`config.mk`:
```
export PLATFORM = sky130hd
export DESIGN_NAME = mode_watchdog
export DESIGN_NICKNAME = d
export VERILOG_FILES = /design/src/rtl/mwdt_pkg.sv /design/src/rtl/mwdt_clear_ctrl.sv /design/src/rtl/mwdt_count.sv /design/src/rtl/mwdt_route.sv /design/src/rtl/mode_watchdog.sv
export SDC_FILE = /design/constraint.sdc
export NUM_CORES = 1
export LEC_CHECK = 0
export CAP_MARGIN = 20
export CELL_PAD_IN_SITES_DETAIL_PLACEMENT = 1
export CELL_PAD_IN_SITES_GLOBAL_PLACEMENT = 2
export CORE_AREA = 2 2 67 75
export CTS_CLUSTER_DIAMETER = 200
export CTS_CLUSTER_SIZE = 10
export DETAILED_ROUTE_END_ITERATION = 8
export DIE_AREA = 0 0 69 77
export PLACE_DENSITY = 0.85
export SETUP_SLACK_MARGIN = 0.4
export SYNTH_ARGS = -nofsm -noshare
export SYNTH_HDL_FRONTEND = slang
export SYNTH_SLANG_ARGS = --single-unit
```
`constraint.sdc`:
```
create_clock -name clk -period 2.4 [get_ports clk]
set_input_delay 0.6 -clock clk [delete_from_list [all_inputs] [get_ports clk]]
set_output_delay 0.6 -clock clk [all_outputs]
set_load 0.05 [all_outputs]
```
`src/rtl/mwdt_pkg.sv`:
```
package mwdt_pkg;

    typedef enum logic [1:0] {
        PM_RUN   = 2'b00,
        PM_IDLE  = 2'b01,
        PM_SLEEP = 2'b10,
        PM_DOZE  = 2'b11
    } pm_mode_e;

    typedef struct packed {
        logic sw;
        logic sleep;
        logic clk_loss;
        logic freq;
    } clr_src_t;

    function automatic logic code_running(input pm_mode_e m);
        return (m == PM_RUN);
    endfunction

endpackage

```
`src/rtl/mwdt_clear_ctrl.sv`:
```
module mwdt_clear_ctrl
    import mwdt_pkg::*;
(
    input  logic clrwd_i,
    input  logic sleep_i,
    input  logic clk_lost_i,
    input  logic fscm_en_i,
    input  logic freq_wr_i,
    output logic clr_o
);
    clr_src_t src;

    always_comb begin
        src.sw       = clrwd_i;
        src.sleep    = sleep_i;
        // clock loss only counts when the monitor is on
        src.clk_loss = clk_lost_i & fscm_en_i;
        src.freq     = freq_wr_i;
        clr_o        = |src;
    end

endmodule

```
`src/rtl/mwdt_count.sv`:
```
module mwdt_count #(
    parameter int BASE_W = 4,
    parameter int SEL_W  = 4
) (
    input  logic             clk,
    input  logic             rst_n,
    input  logic             en_i,
    input  logic             tick_i,
    input  logic             clr_i,
    input  logic [SEL_W-1:0] sel_i,
    output logic             timeout_o
);
    localparam int POST_W = (1 << SEL_W) - 1;

    typedef struct packed {
        logic [POST_W-1:0] post;
        logic [BASE_W-1:0] base;
    } cnt_t;

    cnt_t              st_d, st_q;
    logic [POST_W-1:0] term;
    logic              base_full;

    always_comb begin
        for (int i = 0; i < POST_W; i++) begin
            term[i] = (i < int'(sel_i));
        end
        base_full = (st_q.base == '1);
        st_d      = st_q;
        timeout_o = 1'b0;
        if (!en_i || clr_i) begin
            st_d = '0;
        end else if (tick_i) begin
            if (base_full) begin
                if (st_q.post >= term) begin
                    st_d      = '0;
                    timeout_o = 1'b1;
                end else begin
                    st_d.base = '0;
                    st_d.post = st_q.post + 1'b1;
                end
            end else begin
                st_d.base = st_q.base + 1'b1;
            end
        end
    end

    always_ff @(posedge clk or negedge rst_n) begin
        if (!rst_n) st_q <= '0;
        else        st_q <= st_d;
    end

    a_r11_disabled_zero: assert property (@(posedge clk) disable iff (!rst_n)
        !en_i |=> (st_q == '0));
    a_r6_clear_zero: assert property (@(posedge clk) disable iff (!rst_n)
        clr_i |=> (st_q == '0));
    a_r5_restart: assert property (@(posedge clk) disable iff (!rst_n)
        timeout_o |=> (st_q == '0));
    a_r2_post_on_wrap: assert property (@(posedge clk) disable iff (!rst_n)
        (en_i && !clr_i && !(tick_i && base_full)) |=> $stable(st_q.post));
    a_r2_idle_hold: assert property (@(posedge clk) disable iff (!rst_n)
        (en_i && !clr_i && !tick_i) |=> $stable(st_q));

endmodule

```
`src/rtl/mwdt_route.sv`:
```
module mwdt_route
    import mwdt_pkg::*;
(
    input  logic       clk,
    input  logic       rst_n,
    input  logic       timeout_i,
    input  logic [1:0] mode_i,
    input  logic       keep_i,
    output logic       rst_req_o,
    output logic       wake_req_o,
    output logic       keep_o
);
    typedef struct packed {
        logic rst_req;
        logic wake_req;
        logic keep;
    } rt_t;

    rt_t  r_d, r_q;
    logic running;

    always_comb begin
        running    = code_running(pm_mode_e'(mode_i));
        r_d.rst_req  = timeout_i & running;
        r_d.wake_req = timeout_i & ~running;
        r_d.keep     = keep_i;
    end

    always_ff @(posedge clk or negedge rst_n) begin
        if (!rst_n) r_q <= '0;
        else        r_q <= r_d;
    end

    assign rst_req_o  = r_q.rst_req;
    assign wake_req_o = r_q.wake_req;
    assign keep_o     = r_q.keep;

    a_r3_run_reset: assert property (@(posedge clk) disable iff (!rst_n)
        (timeout_i && mode_i == 2'b00) |=> (rst_req_o && !wake_req_o));
    a_r4_idle_wake: assert property (@(posedge clk) disable iff (!rst_n)
        (timeout_i && mode_i != 2'b00) |=> (wake_req_o && !rst_req_o));
    a_r5_rst_single: assert property (@(posedge clk) disable iff (!rst_n)
        rst_req_o |=> !rst_req_o);
    a_r5_wake_single: assert property (@(posedge clk) disable iff (!rst_n)
        wake_req_o |=> !wake_req_o);
    a_r4_exclusive: assert property (@(posedge clk) disable iff (!rst_n)
        $onehot0({rst_req_o, wake_req_o}));
    a_r13_keep: assert property (@(posedge clk) disable iff (!rst_n)
        keep_i |=> keep_o);

endmodule

```
`src/rtl/mode_watchdog.sv`:
```
module mode_watchdog #(
    parameter int BASE_W = 4,
    parameter int SEL_W  = 4
) (
    input  logic             clk,
    input  logic             rst_n,
    input  logic             wdt_en,
    input  logic             fscm_en,
    input  logic             lf_tick,
    input  logic [1:0]       pm_mode,
    input  logic [SEL_W-1:0] ps_sel,
    input  logic             clrwd_stb,
    input  logic             sleep_stb,
    input  logic             clk_lost,
    input  logic             freq_wr_stb,
    output logic             wdt_rst_req,
    output logic             wake_req,
    output logic             lf_keep_on
);
    logic clr;
    logic timeout;

    mwdt_clear_ctrl u_clr (
        .clrwd_i    (clrwd_stb),
        .sleep_i    (sleep_stb),
        .clk_lost_i (clk_lost),
        .fscm_en_i  (fscm_en),
        .freq_wr_i  (freq_wr_stb),
        .clr_o      (clr)
    );

    mwdt_count #(.BASE_W(BASE_W), .SEL_W(SEL_W)) u_cnt (
        .clk       (clk),
        .rst_n     (rst_n),
        .en_i      (wdt_en),
        .tick_i    (lf_tick),
        .clr_i     (clr),
        .sel_i     (ps_sel),
        .timeout_o (timeout)
    );

    mwdt_route u_route (
        .clk        (clk),
        .rst_n      (rst_n),
        .timeout_i  (timeout),
        .mode_i     (pm_mode),
        .keep_i     (wdt_en | fscm_en),
        .rst_req_o  (wdt_rst_req),
        .wake_req_o (wake_req),
        .keep_o     (lf_keep_on)
    );

    a_r11_quiet_when_off: assert property (@(posedge clk) disable iff (!rst_n)
        !wdt_en |=> (!wdt_rst_req && !wake_req));
    a_r10_clear_wins: assert property (@(posedge clk) disable iff (!rst_n)
        (clrwd_stb || sleep_stb || freq_wr_stb) |=> (!wdt_rst_req && !wake_req));
    a_r1_no_tick_no_req: assert property (@(posedge clk) disable iff (!rst_n)
        !lf_tick |=> (!wdt_rst_req && !wake_req));

endmodule

```
==> flow_summary.ini <==
[place]
post-place-cells = 250
dp_hpwl_um = 3199
gp_congestion = 0.7409
dpl_worst_slack_ps = -862.6
io_buffers = 17

[critical_path]
required_ps = 2610
reg2regPathDepth = 8
cp-start-kind = primary input
cp.arrival_ps = 2760
cp-end-kind = register
cp_max_fo = 8
r2r-end = u_cnt.st_q[4]
reg2reg_slack_ps = 100
rr_startpoint = u_cnt.st_q[9]
path_class = primary input to register

[hold_path]
worstHoldStart = u_cnt.st_q[3]
hp-class = register to register
holdPathEnd = u_cnt.st_q[3]
whs_path_depth = 2

[final_layout]
diodes = 0
final_nets = 236
area_growth_pct = 47.43
fillers = 507
drive_gt1_frac = 0.3382
stdcell_count = 260

[clock_network]
clock_path_buffers = 2
cts_hold_buf = 0
clk-insertion-delay-late_ps = 270
clock-sinks = 22
htreeDepth = 1
numCtsBuffers = 3
clk_pin_slew_ps = 80
cts_root_buf = clkbuf_8
cts_tree = done

[sta]
clock.fmax_ghz = 0.3909
maxSlewHeadroom = 0.6626
fin_skew_ps = 1.718
worst_slack_ps = -158.3
slew_violations = 0
setup_viol = 15
finalCritPeriodShare = 1.066
grt_setup_unrepaired = true
fin_tns_setup_ps = -1086
min_period_ps = 2558
worst_slew_pin_slew_ps = 508.1
hold_viol = 0

[drt]
ant_nets = 0
dr.pass1.iters = 4
avgRoutedWirePerCell_um = 18.03
vias = 1388
drt_iter0_drc = 22
drc = 0
totalWireLength_um = 4689
drt-vias-per-instance = 5.338

[logic_synthesis]
ys_ff_latch = 22
postSynthCellCount = 165
syn_area_per_cell_um2 = 9.130
seq_area_frac_synth = 0.3654
yosys_warnings = 0
synth-main-ff-cell = dfrtp_1
syn-num-nets = 196
synth.distinct_cells = 38
netlist_area_um2 = 1506
async_flop_share = 1.000
synth_edf_count = 0

[global_route]
antenna_found_initial = 0
groute.usage.overall = 0.1814
grt_overflow = 0
grt_pass1_vias = 1591
grt_pass1_wl_um = 7665
grt_max_degree = 23

[flow_run]
cap_viol_max_count = 0

[die]
die-area_um2 = 5313
start_util = 0.3308
die_h_um = 77
core.rowCount = 26
die_w_um = 69
core_area_um2 = 4554
io_pins = 18

[status]
status = finished, violations left
violations = setup timing

[pwr]
p_leak_nw = 0.9014
ir_drop_mv = 0.2166
power_density_nw_per_um2 = 354.1
-- cell usage after synthesis (2+ instances only) --
cell type	number	share of area
a21oi_1	9	0.030
o211ai_1	2	0.010
nor3_1	7	0.023
dfrtp_1	22	0.37
o21ai_0	3	0.010
nand2_2	2	0.0083
and3_1	2	0.0083
nand4_1	7	0.029
xnor2_1	8	0.047
ha_1	16	0.13
xor2_1	7	0.041
nor2_1	24	0.060
mux2i_1	2	0.013
a21o_1	3	0.015
nand2_1	13	0.032
inv_1	4	0.010
clkbuf_1	4	0.010
or2_2	2	0.0083
a31oi_1	2	0.0083
nand3_1	8	0.027
-- critical path, cell delays in order --
cell      delay (ps)
buf_8            100
buf_6            130
o31ai_4          270
ha_4             240
a21o_1           160
nand3_2           80
a21oi_2           60
a2111o_1         400
buf_6            140
or4_1            490
o21ai_1           90
-- kinds of logic (layout without fill, tap and decap cells) --
group | after synthesis | after routing | share of synthesized area
mux | 2 | 2 | 0.01329
buf+inv | 10 | 49 | 0.03072
flops | 22 | 22 | 0.3654
fa+ha+maj | 16 | 16 | 0.1329
compound gates | 27 | 27 | 0.1196
xor+xnor | 15 | 15 | 0.08721
simple gates | 73 | 73 | 0.2508
-- area by class of cell --
class	instances	area (um^2)	area share
well taps	56	70.07	0.03155
clock buffers	4	55.05	0.02479
repair buffers	41	402.9	0.1814
inverters	4	15.01	0.006761
flip-flops and latches	22	550.5	0.2479
multi-input cells	133	1127	0.5076
-- registers in the layout, indices dropped and copies added (netlist names) --
signal,cells
u_cnt.st_q,19
u_route.rst_req_o,1
u_route.wake_req_o,1
u_route.keep_o,1
-- report_power, final --
part	switching [mW]	internal, mW	total [mW]
Combinational	0.0695	0.0694	0.139
Sequential	0.000541	0.371	0.372
Clock	0.129	0.147	0.276
Total	0.199	0.587	0.786
-- timing repair --
| action | CTS | global route |
|---|---|---|
| pin swaps | 11 | 13 |
| hold endpoints to repair | 0 | 0 |
| resized for setup | 51 | 28 |
| endpoints found under the setup margin | 20 | 17 |
| setup buffers | 2 | 2 |
| gates cloned | 2 | 0 |
-- per-stage QoR --
step	utilization	instance area [um^2]	total power, mW	hold WS [ps]
global placement	0.4129	1881	0.4843	549.7
CTS	0.4533	2064	0.7809	576.1
floorplan	-	1563	0.4318	304.4
global route	0.4876	2221	0.8246	635.3
detailed placement	0.4129	1881	0.4906	554.0
finish	0.4876	2221	0.7865	601.7
-- how the worst max path moves through the flow --
stage | from | endpoint | slack (ps) | cells after the start
finish | ps_sel[2] | u_cnt.st_q[4] | -160 | 11
global route | ps_sel[1] | u_cnt.st_q[4] | -220 | 11
CTS | ps_sel[1] | u_cnt.st_q[8] | -140 | 12
detailed placement | ps_sel[0] | u_cnt.st_q[17] | -860 | 10
global placement | ps_sel[0] | u_route.rst_req_o | -680 | 10
floorplan | ps_sel[1] | u_cnt.st_q[5] | -70 | 10
-- layer usage --
layer  global-route usage  vias up  share of wire
li1                     -      667              -
met4              0.05882        0          0.021
met1               0.1956      698           0.38
met3              0.01971        9          0.015
met2               0.3606       14           0.59
met5                    0        -              0
-- placed cells by master (no fill, tap or decap), drive strengths merged, types with 3 or more instances in the layout --
cell type / instances
clkbuf: 5
nor3: 7
xor2: 7
a21oi: 9
nand2: 15
nand4: 8
nor2: 24
dfrtp: 22
o21ai: 4
inv: 4
a21o: 3
dlygate4sd2: 3
xnor2: 8
o211ai: 3
ha: 16
clkdlybuf4s50: 10
nand3: 8
buf: 27
Power figures use the tool's default switching activity.
